`src/rtl/irq_pkg.sv`:
```
// Package: shared level type and priority-field decoding for the
// interrupt request pending logic.
package irq_pkg;
    localparam int LVL_W = 2;
    typedef logic [LVL_W-1:0] lvl_t;
    localparam lvl_t NMI_LVL = 2'd3;

    // Map a non-zero 2-bit priority field to a level (01->0 .. 11->2).
    function automatic lvl_t field_to_lvl(input logic [1:0] field);
        return lvl_t'(field - 2'd1);
    endfunction
endpackage

```
`src/rtl/irq_sync.sv`:
```
// Module: irq_sync
// Multi-stage synchronizer for a vector of asynchronous active-low pins.
// Assumes the idle pin level is high, so every stage resets to 1 and
// reset cannot produce a false falling edge.
module irq_sync #(
    parameter int W      = 1,
    parameter int STAGES = 2
) (
    input  logic         clk,
    input  logic         rst_n,
    input  logic [W-1:0] d,
    output logic [W-1:0] q
);
    logic [W-1:0] stage [STAGES];

    // Shift the pin samples through the synchronizer chain.
    always_ff @(posedge clk) begin
        if (!rst_n) begin
            for (int k = 0; k < STAGES; k++) stage[k] <= '1;
        end else begin
            stage[0] <= d;
            for (int k = 1; k < STAGES; k++) stage[k] <= stage[k-1];
        end
    end

    assign q = stage[STAGES-1];
endmodule

```
`src/rtl/irq_src_pend.sv`:
```
// Module: irq_src_pend
// Pending state for one request source. Detects a falling edge of the
// synchronized pin and keeps it in a latch in edge mode, or passes the
// low level through in level mode. Assumes the input is synchronized.
// A disabled source or a source in level mode holds its latch at 0.
module irq_src_pend (
    input  logic clk,
    input  logic rst_n,
    input  logic pin_s,     // synchronized pin, active low
    input  logic enable,
    input  logic edge_sel,  // 1 = edge, 0 = level
    input  logic svc_clr,   // second-word fetch served this source
    output logic pend,
    output logic edge_q
);
    logic prev_s;
    logic fall;

    // Remember the previous synchronized level for edge detection.
    always_ff @(posedge clk) begin
        if (!rst_n) prev_s <= 1'b1;
        else        prev_s <= pin_s;
    end

    assign fall = prev_s & ~pin_s;

    // Edge latch: held in reset when disabled, set on a fall, cleared on service.
    always_ff @(posedge clk) begin
        if (!rst_n)                edge_q <= 1'b0;
        else if (!enable)          edge_q <= 1'b0;
        else if (!edge_sel)        edge_q <= 1'b0;
        else if (fall)             edge_q <= 1'b1;
        else if (svc_clr)          edge_q <= 1'b0;
    end

    assign pend = enable & (edge_sel ? edge_q : ~pin_s);
endmodule

```
`src/rtl/irq_arbiter.sv`:
```
// Module: irq_arbiter
// Picks the winning request. The non-maskable source wins outright.
// Otherwise the highest maskable level at or above the mask wins, and a
// tie goes to the lower pin index. Purely combinational.
module irq_arbiter
    import irq_pkg::*;
#(
    parameter int NUM_PINS = 2,
    localparam int IDX_W   = $clog2(NUM_PINS + 1)
) (
    input  logic [NUM_PINS-1:0] pend,
    input  lvl_t                lvl [NUM_PINS],
    input  logic                nmi_pend,
    input  lvl_t                mask,
    output logic                win_valid,
    output logic [IDX_W-1:0]    win_idx,
    output lvl_t                win_lvl
);
    // Scan the pins in index order, keeping only a strictly higher level.
    always_comb begin
        win_valid = 1'b0;
        win_idx   = '0;
        win_lvl   = '0;
        for (int i = 0; i < NUM_PINS; i++) begin
            if (pend[i] && (lvl[i] >= mask) && (!win_valid || (lvl[i] > win_lvl))) begin
                win_valid = 1'b1;
                win_idx   = IDX_W'(i);
                win_lvl   = lvl[i];
            end
        end
        if (nmi_pend) begin
            win_valid = 1'b1;
            win_idx   = IDX_W'(NUM_PINS);
            win_lvl   = NMI_LVL;
        end
    end
endmodule

```
`src/rtl/ext_irq_pending.sv`:
```
// Module: ext_irq_pending (top)
// Conditions the maskable and non-maskable request pins, arbitrates
// against the core mask level and tracks the two-word vector fetch.
// Assumes the core raises vec_fetch1 only while req_valid is high.
// While svc_busy is high the presented request is frozen until vec_fetch2.
// swi_decode with vec_fetch1 discards that fetch; swi_decode while busy
// abandons the service without clearing any latch.
module ext_irq_pending
    import irq_pkg::*;
#(
    parameter int NUM_PINS    = 2,
    parameter int SYNC_STAGES = 2,
    localparam int IDX_W      = $clog2(NUM_PINS + 1)
) (
    input  logic                  clk,
    input  logic                  rst_n,
    input  logic [NUM_PINS-1:0]   irq_pin_n,
    input  logic                  nmi_pin_n,
    input  logic [2*NUM_PINS-1:0] pri_cfg,
    input  logic [NUM_PINS-1:0]   edge_mode,
    input  logic [LVL_W-1:0]      mask_lvl,
    input  logic                  vec_fetch1,
    input  logic                  vec_fetch2,
    input  logic                  swi_decode,
    output logic                  req_valid,
    output logic [IDX_W-1:0]      req_idx,
    output logic [LVL_W-1:0]      req_lvl,
    output logic                  svc_busy
);
    logic [NUM_PINS:0]   pins_s;
    logic [NUM_PINS-1:0] pin_pend;
    logic [NUM_PINS-1:0] edge_q;
    lvl_t                pin_lvl [NUM_PINS];
    logic                nmi_pend;
    logic                nmi_edge_q;
    logic                win_valid;
    logic [IDX_W-1:0]    win_idx;
    lvl_t                win_lvl;
    logic [IDX_W-1:0]    svc_idx;
    lvl_t                svc_lvl;
    logic                svc_done;

    irq_sync #(.W(NUM_PINS + 1), .STAGES(SYNC_STAGES)) u_sync (
        .clk   (clk),
        .rst_n (rst_n),
        .d     ({nmi_pin_n, irq_pin_n}),
        .q     (pins_s)
    );

    assign svc_done = svc_busy && vec_fetch2 && !swi_decode;

    for (genvar g = 0; g < NUM_PINS; g++) begin : g_pin
        logic en;
        assign en         = (pri_cfg[2*g +: 2] != 2'b00);
        assign pin_lvl[g] = field_to_lvl(pri_cfg[2*g +: 2]);

        irq_src_pend u_pend (
            .clk      (clk),
            .rst_n    (rst_n),
            .pin_s    (pins_s[g]),
            .enable   (en),
            .edge_sel (edge_mode[g]),
            .svc_clr  (svc_done && (svc_idx == IDX_W'(g))),
            .pend     (pin_pend[g]),
            .edge_q   (edge_q[g])
        );
    end

    irq_src_pend u_nmi (
        .clk      (clk),
        .rst_n    (rst_n),
        .pin_s    (pins_s[NUM_PINS]),
        .enable   (1'b1),
        .edge_sel (1'b1),
        .svc_clr  (svc_done && (svc_idx == IDX_W'(NUM_PINS))),
        .pend     (nmi_pend),
        .edge_q   (nmi_edge_q)
    );

    irq_arbiter #(.NUM_PINS(NUM_PINS)) u_arb (
        .pend      (pin_pend),
        .lvl       (pin_lvl),
        .nmi_pend  (nmi_pend),
        .mask      (mask_lvl),
        .win_valid (win_valid),
        .win_idx   (win_idx),
        .win_lvl   (win_lvl)
    );

    // Service tracker: capture on an accepted first fetch, end on second fetch.
    always_ff @(posedge clk) begin
        if (!rst_n) begin
            svc_busy <= 1'b0;
            svc_idx  <= '0;
            svc_lvl  <= '0;
        end else if (svc_busy) begin
            if (vec_fetch2 || swi_decode) svc_busy <= 1'b0;
        end else if (vec_fetch1 && win_valid && !swi_decode) begin
            svc_busy <= 1'b1;
            svc_idx  <= win_idx;
            svc_lvl  <= win_lvl;
        end
    end

    // Present the frozen service source while busy, else the arbiter winner.
    always_comb begin
        if (svc_busy) begin
            req_valid = 1'b1;
            req_idx   = svc_idx;
            req_lvl   = svc_lvl;
        end else begin
            req_valid = win_valid;
            req_idx   = win_idx;
            req_lvl   = win_lvl;
        end
    end
endmodule

```
`config.mk`:
```
export PLATFORM = sky130hd
export DESIGN_NAME = ext_irq_pending
export DESIGN_NICKNAME = d
export VERILOG_FILES = /design/src/rtl/irq_pkg.sv /design/src/rtl/irq_sync.sv /design/src/rtl/irq_src_pend.sv /design/src/rtl/irq_arbiter.sv /design/src/rtl/ext_irq_pending.sv
export SDC_FILE = /design/constraint.sdc
export NUM_CORES = 1
export LEC_CHECK = 0
export BUFFER_PORTS_ARGS = -buffer_cell sky130_fd_sc_hd__clkbuf_2
export CORE_MARGIN = 3
export CORE_UTILIZATION = 57
export CTS_BUF_LIST = sky130_fd_sc_hd__clkbuf_16
export DETAILED_ROUTE_END_ITERATION = 10
export MAX_ROUTING_LAYER = met4
export PLACE_DENSITY = 0.93
export SLEW_MARGIN = 15
export SYNTH_ARGS = -nofsm -noshare
export SYNTH_HDL_FRONTEND = slang
export SYNTH_HIERARCHICAL = 1
export SYNTH_SLANG_ARGS = --single-unit
```
`constraint.sdc`:
```
create_clock -name clk -period 8.9 [get_ports clk]
set_input_delay 2.67 -clock clk [delete_from_list [all_inputs] [get_ports clk]]
set_output_delay 2.67 -clock clk [all_outputs]
set_load 0.02 [all_outputs]
```
# After elaboration in Yosys (flattened, before gate mapping)
# Memory sizes are Yosys's and may differ from the RTL's.
# Cells that the tools add are included.
# totals
mem_count	1
rom_bits	0
register_bits	11
ram_bits	6
latchBits	0
out_inout_bits	6
input_bits	16
word_cells	77
# memory_table
memory	words	word_bits	rd	rd_ports_with_merged_regs	wr	line	text
u_sync.stage	2	3	2	0	2	irq_sync.sv:14	logic [W-1:0] stage [STAGES];
# op_classes
mul	0
div	0
n_addsub	2
muxes	26
eq_ne	2
n_bitwise	11
reduce_logical	23
shifts	0
order_cmp	3
# ops
op	count
1-bit 2-to-1 mux	18
2-bit 2-to-1 mux	6
1-bit logical AND	10
2-bit nonzero test	5
3-bit 2-to-1 mux	2
3-bit AND reduction	2
1-bit AND	5
2-bit greater-or-equal comparator	2
1-bit inverter	4
2-bit by 1-bit subtractor with 2-bit output, second input constant	2
2-bit by 1-bit equality test with 1-bit output, second input constant	1
2-bit equality test, second input constant	1
2-bit > comparator	1
1-bit zero test	2
2-bit zero test	1
1-bit logical OR	2
1-bit OR	2
2-bit AND reduction	1

# Logic depth before layout (Yosys ltp)
# Gate-level depths: netlist (run 1).
# An unclocked memory read counts as a cell.
# logic_depth
word_depth	15
mapped_depth	14
mapped_depth_nobuf	14

# Cells and area by module
# Netlist (run 1), hierarchy kept.
# by_module_without_submodules
module	area_each_um2	seq_area_each_um2	instances	cells_each
ext_irq_pending	374.1	100.1	1	43
irq_src_pend	90.1	40.0	3	10
irq_arbiter	206.4	0.0	1	26
irq_sync	180.2	120.1	1	15

# Worst setup path after synthesis (run 1)
# OpenSTA, ideal clock, no wires.
# synth_timing
kind	input port to output port
from	input pri_cfg[0]
to	output req_lvl[0]
t_required_ns	6.230
stages	13
arrival_ns	5.109
path_slack_ns	1.121
path_buffers	0
path_cell_list	inv_1 ha_1 inv_1 ha_1 o21ai_0 nor2_1 nand2_1 ha_1 nor2b_4 a2bb2oi_1 o31a_1 a221o_1 mux2_2
# synth_rtl
element	line	text
start, declared	ext_irq_pending.sv:19	input logic [2*NUM_PINS-1:0] pri_cfg,
end, declared	ext_irq_pending.sv:27	output logic [LVL_W-1:0] req_lvl,

==> results.txt, run 1 <==
----------------------------------------------------
[CTS]
  Number of buffers created by CTS ... 3
  Clock-pin slew reported for the worst setup and hold paths after clock tree synthesis ... 0.05 ns
  Post-CTS setup buffer count ... 0
  Post-CTS sizing ... 0
  Post-CTS Hold Fix Bufs ... 0
  Clock root buffer master ... sky130_fd_sc_hd__clkbuf_16
  TritonCTS clock tree ... done
  Number of clock sinks seen by CTS ... 17
  Clock Path Buffers ... 2
  Worst-skew pair later-pin latency ... 0.25 ns
  Maximum level of the CTS H-tree ... 1

[Critical path]
  Buf+Inv Stages, Crit Path ... 4
  Worst reg2reg startpoint ... u_sync/stage[0][3]$_SDFF_PN1_
  Reg2Reg Setup Slack ... 6.32 ns
  Worst setup EP type ... output pin
  Category of cells accounting for the largest share of critical-path delay ... compound AO/OA/AOI/OAI gates
  Critical Path Source Type ... input port
  Worst-path cell with the longest stage delay ... sky130_fd_sc_hd__a221o_1
  Critical path fanouts, max ... 3
  Required time of the critical path ... 6.23 ns
  Reg-to-Reg End ... svc_lvl[1]$_SDFFE_PN0P_
  R2R cell count ... 12
  Critical path cell sequence ... clkbuf_2 -> inv_1 -> ha_1 -> inv_1 -> ha_1 -> o21ai_0 -> nor2_1 -> nand2_1 -> ha_1 -> nor2b_4 -> a2bb2oi_1 -> o31a_1 -> a221o_1 -> mux2_2 -> clkbuf_2
  Critical Path Most Common Cell ... sky130_fd_sc_hd__ha_1
  Arrival time of the worst setup path ... 5.58 ns
  Crit Path Category ... input port to output pin
  Stage delay of the slowest cell on the critical path ... 0.38 ns

[Floorplanning]
  Effective utilization at floorplan ... 64.7%
  Total I/O pin count ... 22
  Core outline area ... 1590 sq um
  Horizontal die dimension ... 48.5 um
  Row Count ... 14
  Die extent in y ... 48.5 um
  Full die area ... 2360 sq um

[Finish]
  Filler cells ... 113
  Fin nets ... 161
  Final Core Density ... 75.7%
  Antenna cells ... 0
  Sequential standard cell area ... 340 sq um
  Area taken by multi-input logic gates ... 608 sq um
  Total non-filler cell area in the finished layout ... 1210 sq um
  Final cell count without fillers ... 160
  Area delta synth->final ... 17.1%
  Proportion of layout cells with a drive suffix above 1 ... 25.7%

[Route]
  DRC ... 0
  Number of nets still failing antenna checks after routing ... 0
  Detailed-route via count ... 827
  Mean routed wirelength per cell ... 11.4 um
  DRT iter0 DRCs ... 17
  Final wirelength ... 1.82 mm
  Number of optimization iterations in the first detailed-route pass ... 6
  Avg Vias per Cell ... 5.17

[Logic synthesis]
  Number of warning messages in the yosys log ... 6
  Unique masters post-synth ... 30
  Synthesized area per cell ... 9.04 sq um
  Cell Area, Synth ... 1030 sq um
  Sequential cell area fraction in the yosys report ... 33.0%
  Area leader, netlist ... sky130_fd_sc_hd__dfxtp_1
  Number of flip-flops and latches in the synthesized netlist ... 17
  Top area cells in the synthesized netlist ... sky130_fd_sc_hd__dfxtp_1, sky130_fd_sc_hd__ha_1, sky130_fd_sc_hd__nand2b_1, sky130_fd_sc_hd__mux2_2, sky130_fd_sc_hd__nand2_1
  Proportion of netlist area held by the largest area contributor ... 33.0%
  Gate Count Post-Synth ... 114

[Global route]
  Overflow left after global routing ... 0
  Global-route total usage across every layer ... 18.1%
  Wire length of the first global-routing pass ... 3.37 mm
  Initial antenna violation count ... 0
  Pin count of the biggest net entering global routing ... 22
  Number of global-route vias before repair ... 880

[Placement]
  Final weighted congestion in routability-driven placement ... 0.762
  # placed instances ... 156
  DP Worst Slack ... 0.702 ns
  Number of buffers added on ports ... 21
  Instance area at placement ... 1120 sq um
  Post-DP HPWL ... 1.42 mm

[Power and ir drop]
  Cell Pwr Density ... 160 nW/um^2
  VDD IR max ... 0.149 mV
  Total Power ... 0.194 mW
  Static power due to leakage ... 0.539 nW

[STA]
  Setup total negative slack ... 0 ns
  Final Skew ... 0.000778 ns
  Setup-violating endpoint count in the final report ... 0
  Post-route worst setup slack ... 0.653 ns
  Min Hold Slack ... 0.411 ns
  Max frequency ... 121 MHz
  Time the worst path needs with I/O delays and setup ... 8.25 ns
  Setup repair after global routing missed its margin ... no
  Final Max Tran Viols ... 0
  Fraction of the cycle the final worst path needs ... 92.7%
  Hold Vio Cnt, Final ... 0

[Min path]
  Count of cells along the worst hold path ... 1
  Worst min-delay path endpoint ... u_sync/stage[0][5]$_SDFF_PN1_
  Critical hold path startpoint ... u_sync/stage[0][2]$_SDFF_PN1_
  Worst Hold Class ... flip-flop to flip-flop

[Outcome]
  Outcome ... finished clean

[Job]
  Number of max-cap violations ... 0

----------------------------------------------------
-- cell usage after synthesis --
cell	instances
sky130_fd_sc_hd__a21boi_1	1
sky130_fd_sc_hd__a21boi_2	3
sky130_fd_sc_hd__a21oi_1	3
sky130_fd_sc_hd__a221o_1	2
sky130_fd_sc_hd__a2bb2oi_1	1
sky130_fd_sc_hd__buf_1	1
sky130_fd_sc_hd__buf_4	4
sky130_fd_sc_hd__buf_6	2
sky130_fd_sc_hd__conb_1	1
sky130_fd_sc_hd__dfxtp_1	17
sky130_fd_sc_hd__ha_1	8
sky130_fd_sc_hd__inv_1	11
sky130_fd_sc_hd__mux2_2	4
sky130_fd_sc_hd__mux2i_1	4
sky130_fd_sc_hd__nand2_1	12
sky130_fd_sc_hd__nand2b_1	15
sky130_fd_sc_hd__nand3_1	3
sky130_fd_sc_hd__nand3b_1	1
sky130_fd_sc_hd__nor2_1	2
sky130_fd_sc_hd__nor2b_1	1
sky130_fd_sc_hd__nor2b_4	1
sky130_fd_sc_hd__nor3_1	2
sky130_fd_sc_hd__nor3b_1	5
sky130_fd_sc_hd__nor4bb_4	1
sky130_fd_sc_hd__o21a_1	1
sky130_fd_sc_hd__o21ai_0	2
sky130_fd_sc_hd__o31a_1	1
sky130_fd_sc_hd__or2_1	3
sky130_fd_sc_hd__or2_2	1
sky130_fd_sc_hd__or3_1	1
-- flip-flops by register name (all words and copies together) (netlist names) --
signal,flops
u_sync/stage,6
u_nmi/edge_q,1
g_pin.u_pend/prev_s,2
svc_idx,2
u_nmi/prev_s,1
svc_busy,1
svc_lvl,2
g_pin.u_pend/edge_q,2
-- power by group --
part	total [mW]	switching [mW]	internal [mW]
registers	0.0789	0.000824	0.0781
logic	0.0240	0.0124	0.0116
clock network	0.0907	0.0301	0.0606
total	0.194	0.0433	0.150
-- cell type report --
cell class,count,share of cell area [%]
Sequential cell,17,28.2
Clock buffer,3,6.22
Clock inverter,1,0.622
Multi-Input combinational cell,83,50.4
Timing Repair Buffer,21,8.70
Tap cell,24,2.49
Inverter,11,3.42
-- worst max-delay path by stage --
stage / from / end / slack [ns] / cells after the start
global route: pri_cfg[0] / req_lvl[0] / 0.46 / 15
detailed placement: pri_cfg[0] / req_lvl[1] / 0.70 / 15
finish: pri_cfg[0] / req_lvl[1] / 0.65 / 15
CTS: pri_cfg[0] / req_lvl[1] / 0.68 / 15
floorplan: pri_cfg[0] / req_lvl[0] / 1.12 / 13
global placement: pri_cfg[0] / req_lvl[1] / 0.79 / 15
-- routing by layer --
layer	track usage [%]	wire, um	up-vias
met1	18.9	792	369
met2	31.7	872	39
met4	5.21	18	0
met5	-	0	-
li1	-	-	415
met3	6.75	134	4
-- cells by family after synthesis --
family	count (synthesis)	synth area share [%]
mux	8	8.25
flops	17	33.0
other cells	1	0.364
compound gates	14	10.8
buf+inv	18	9.47
simple gates	48	28.4
fa+ha+maj	8	9.71
-- cell usage in the layout, fill, tap and decap left out, types with 4 or more instances in the layout --
| cell type | n |
|---|---|
| sky130_fd_sc_hd__nor3b_1 | 5 |
| sky130_fd_sc_hd__ha_1 | 8 |
| sky130_fd_sc_hd__nand2_1 | 12 |
| sky130_fd_sc_hd__clkbuf_2 | 21 |
| sky130_fd_sc_hd__mux2_2 | 4 |
| sky130_fd_sc_hd__nand2b_1 | 15 |
| sky130_fd_sc_hd__inv_1 | 11 |
| sky130_fd_sc_hd__dfxtp_1 | 17 |
| sky130_fd_sc_hd__conb_1 | 5 |
| sky130_fd_sc_hd__mux2i_1 | 4 |
No activity file was read; power rests on OpenSTA's default activity.
==> inputs of run 2 (changes only) <==
Settings changed: CORE_UTILIZATION 57 to 55, PLACE_DENSITY 0.93 to 0.91, SYNTH_HIERARCHICAL 1 to default.
==> run 2 against run 1 <==
Net effect:
- synthesized cell count is 5.3% lower
- area after synthesis is 9.3% lower
- flip-flop and latch count unchanged
- critical path type unchanged
- critical endpoint unchanged
==> results.txt, run 2 <==
----------------------------------------------------
[Critical path]
  Crit Path Category ... input port to output pin
  Stage delay of the slowest cell on the critical path ... 0.36 ns
  Required time of the critical path ... 6.23 ns
  Reg2Reg Setup Slack ... 6.23 ns
  Category of cells accounting for the largest share of critical-path delay ... compound AO/OA/AOI/OAI gates
  Critical Path Source Type ... input port
  Worst setup EP type ... output pin
  Critical path fanouts, max ... 4
  Arrival time of the worst setup path ... 5.37 ns
  Worst-path cell with the longest stage delay ... sky130_fd_sc_hd__or3_1
  Critical path cell sequence ... clkbuf_2 -> inv_1 -> ha_1 -> inv_1 -> ha_1 -> a21oi_1 -> or3_1 -> ha_1 -> nor2b_1 -> a2bb2oi_1 -> o311ai_2 -> o22a_1 -> a21oi_1 -> clkbuf_2
  Buf+Inv Stages, Crit Path ... 4
  Critical Path Most Common Cell ... sky130_fd_sc_hd__ha_1

[CTS]
  Clock root buffer master ... sky130_fd_sc_hd__clkbuf_16
  TritonCTS clock tree ... done
  Number of clock sinks seen by CTS ... 17
  Worst-skew pair later-pin latency ... 0.25 ns
  Number of buffers created by CTS ... 3
  Clock Path Buffers ... 2
  Post-CTS setup buffer count ... 0
  Maximum level of the CTS H-tree ... 1
  Post-CTS sizing ... 0
  Post-CTS Hold Fix Bufs ... 0
  Clock-pin slew reported for the worst setup and hold paths after clock tree synthesis ... 0.05 ns

[Finish]
  Area taken by multi-input logic gates ... 549 sq um
  Antenna cells ... 0
  Area delta synth->final ... 21.0%
  Fin nets ... 155
  Leading cell types in the layout, fill and taps excluded ... sky130_fd_sc_hd__clkbuf_2, sky130_fd_sc_hd__dfxtp_1, sky130_fd_sc_hd__nand2b_1
  Filler cells ... 128
  Sequential standard cell area ... 340 sq um
  Proportion of layout cells with a drive suffix above 1 ... 21.5%
  Commonest non-fill, non-tap cell in the layout ... sky130_fd_sc_hd__clkbuf_2
  Top reg by flops ... u_sync.stage
  Number of flip-flops in the largest register ... 6

[Logic synthesis]
  Synthesized area per cell ... 8.65 sq um
  Sequential cell area fraction in the yosys report ... 36.4%
  Gate Count Post-Synth ... 108
  Flip-flop cell with the highest count after synthesis ... sky130_fd_sc_hd__dfxtp_1
  Most used standard cells in the synthesized netlist ... sky130_fd_sc_hd__dfxtp_1, sky130_fd_sc_hd__nand2b_1, sky130_fd_sc_hd__inv_1, sky130_fd_sc_hd__ha_1, sky130_fd_sc_hd__nand2_1
  Proportion of netlist area held by the largest area contributor ... 36.4%
  Cell Area, Synth ... 935 sq um
  Number of flip-flops and latches in the synthesized netlist ... 17
  Area leader, netlist ... sky130_fd_sc_hd__dfxtp_1
  Unique masters post-synth ... 33
  Number of warning messages in the yosys log ... 0
  Number of synthesized flops with an enable pin ... 0
  Top area cells in the synthesized netlist ... sky130_fd_sc_hd__dfxtp_1, sky130_fd_sc_hd__ha_1, sky130_fd_sc_hd__nand2b_1, sky130_fd_sc_hd__inv_1, sky130_fd_sc_hd__a21oi_1
  Post-synth ARST share ... 0%
  Most frequent cell after synthesis ... sky130_fd_sc_hd__dfxtp_1
  Synth Net Count ... 132

[STA]
  Final Skew ... 0.00290 ns
  Fraction of the cycle the final worst path needs ... 90.4%
  Max frequency ... 124 MHz
  Worst Tran Pin Value ... 0.654 ns
  Final Max Tran Viols ... 0
  Time the worst path needs with I/O delays and setup ... 8.04 ns
  Hold Vio Cnt, Final ... 0
  Post-route worst setup slack ... 0.859 ns
  Setup repair after global routing missed its margin ... no
  Worst relative slew slack ... 56.3%
  Setup-violating endpoint count in the final report ... 0
  Setup total negative slack ... 0 ns

[Power and ir drop]
  Cell Pwr Density ... 177 nW/um^2
  VDD IR max ... 0.111 mV
  Static power due to leakage ... 0.495 nW
  Flop pwr share ... 40.0%
  Switching part of the total power ... 24.5%
  Net switching component of the power ... 0.0491 mW
  Fraction of power consumed by the clock network ... 46.2%
  Int Power ... 0.151 mW
  Comb power frac ... 13.8%

[Global route]
  Initial antenna violation count ... 0
  Pin count of the biggest net entering global routing ... 18
  Overflow left after global routing ... 0
  Global-route total usage across every layer ... 20.8%
  Number of global-route vias before repair ... 738
  Wire length of the first global-routing pass ... 3.06 mm

[Floorplanning]
  Effective utilization at floorplan ... 60.0%
  Core outline area ... 1560 sq um
  Row Count ... 14
  Horizontal die dimension ... 47.2 um
  Full die area ... 2230 sq um
  Total I/O pin count ... 22
  Die extent in y ... 47.2 um

[Job]
  Number of max-cap violations ... 0

[Placement]
  DP Worst Slack ... 0.897 ns
  Number of buffers added on ports ... 21
  Final weighted congestion in routability-driven placement ... 0.801
  Post-DP HPWL ... 1.46 mm

[Route]
  Avg Vias per Cell ... 5.56
  Mean routed wirelength per cell ... 13.0 um
  Number of optimization iterations in the first detailed-route pass ... 4
  DRC ... 0
  Detailed-route via count ... 812
  DRT iter0 DRCs ... 10
  Number of nets still failing antenna checks after routing ... 0
  Final wirelength ... 1.89 mm

[Min path]
  Worst Hold Class ... flip-flop to flip-flop

[Outcome]
  Outcome ... finished clean

----------------------------------------------------
## run 2: cell families after synthesis
kind of cell	after synthesis	share of synthesized area (%)
AO/OA/AOI/OAI	27	21.7
adder cells (fa/ha/maj)	8	10.7
buffers and inverters	12	4.82
flip-flops	17	36.4
AND/OR/NAND/NOR	44	26.4
## run 2: layout make-up
class | instances | area share (%)
clock buffers | 3 | 6.64
clock inverters | 1 | 0.664
inverters | 9 | 2.99
multi-input cells | 79 | 48.6
flip-flops and latches | 17 | 30.1
well taps | 16 | 1.77
repair buffers | 21 | 9.29
## run 2: per-stage QoR
step | power (mW) | cell area [sq um] | util (%) | hold slack [ns] | cells
floorplan | 0.0998 | 935 | - | 0.386 | 108
global placement | 0.108 | 1050 | 67.3 | 0.390 | 142
detailed placement | 0.109 | 1050 | 67.3 | 0.394 | 142
CTS | 0.203 | 1130 | 72.6 | 0.406 | 146
global route | 0.210 | 1130 | 72.6 | 0.426 | 146
finish | 0.201 | 1130 | 72.6 | 0.404 | 146
## run 2: power groups by stage
stage	Sequential, mW	Combinational, mW	Clock [mW]
final	0.0803	0.0276	0.0926
after global routing	0.0806	0.0310	0.0980
after CTS	0.0803	0.0276	0.0948
after detailed placement	0.0819	0.0273	0
after global placement	0.0818	0.0261	0
after floorplan	0.0811	0.0187	0
## run 2: worst paths after layout
kind	startpoint	end	cells past startpoint
max	pri_cfg[0]	req_lvl[1]	14
min	u_sync.stage[0][1]$_SDFF_PN1_	u_sync.stage[0][4]$_SDFF_PN1_	1
min reg2reg	u_sync.stage[0][1]$_SDFF_PN1_	u_sync.stage[0][4]$_SDFF_PN1_	1
max reg2reg	u_sync.stage[0][3]$_SDFF_PN1_	svc_lvl[1]$_SDFFE_PN0P_	9
## run 2: per-layer routing
metal / wire length, um / global-route usage [%] / share of wire, % / up-vias
met5: 0 / - / 0 / -
met4: 42 / 12.2 / 2.2 / 0
met3: 97 / 6.51 / 5.1 / 5
met2: 854 / 29.7 / 45 / 23
met1: 897 / 25.2 / 47 / 361
li1: - / - / - / 423
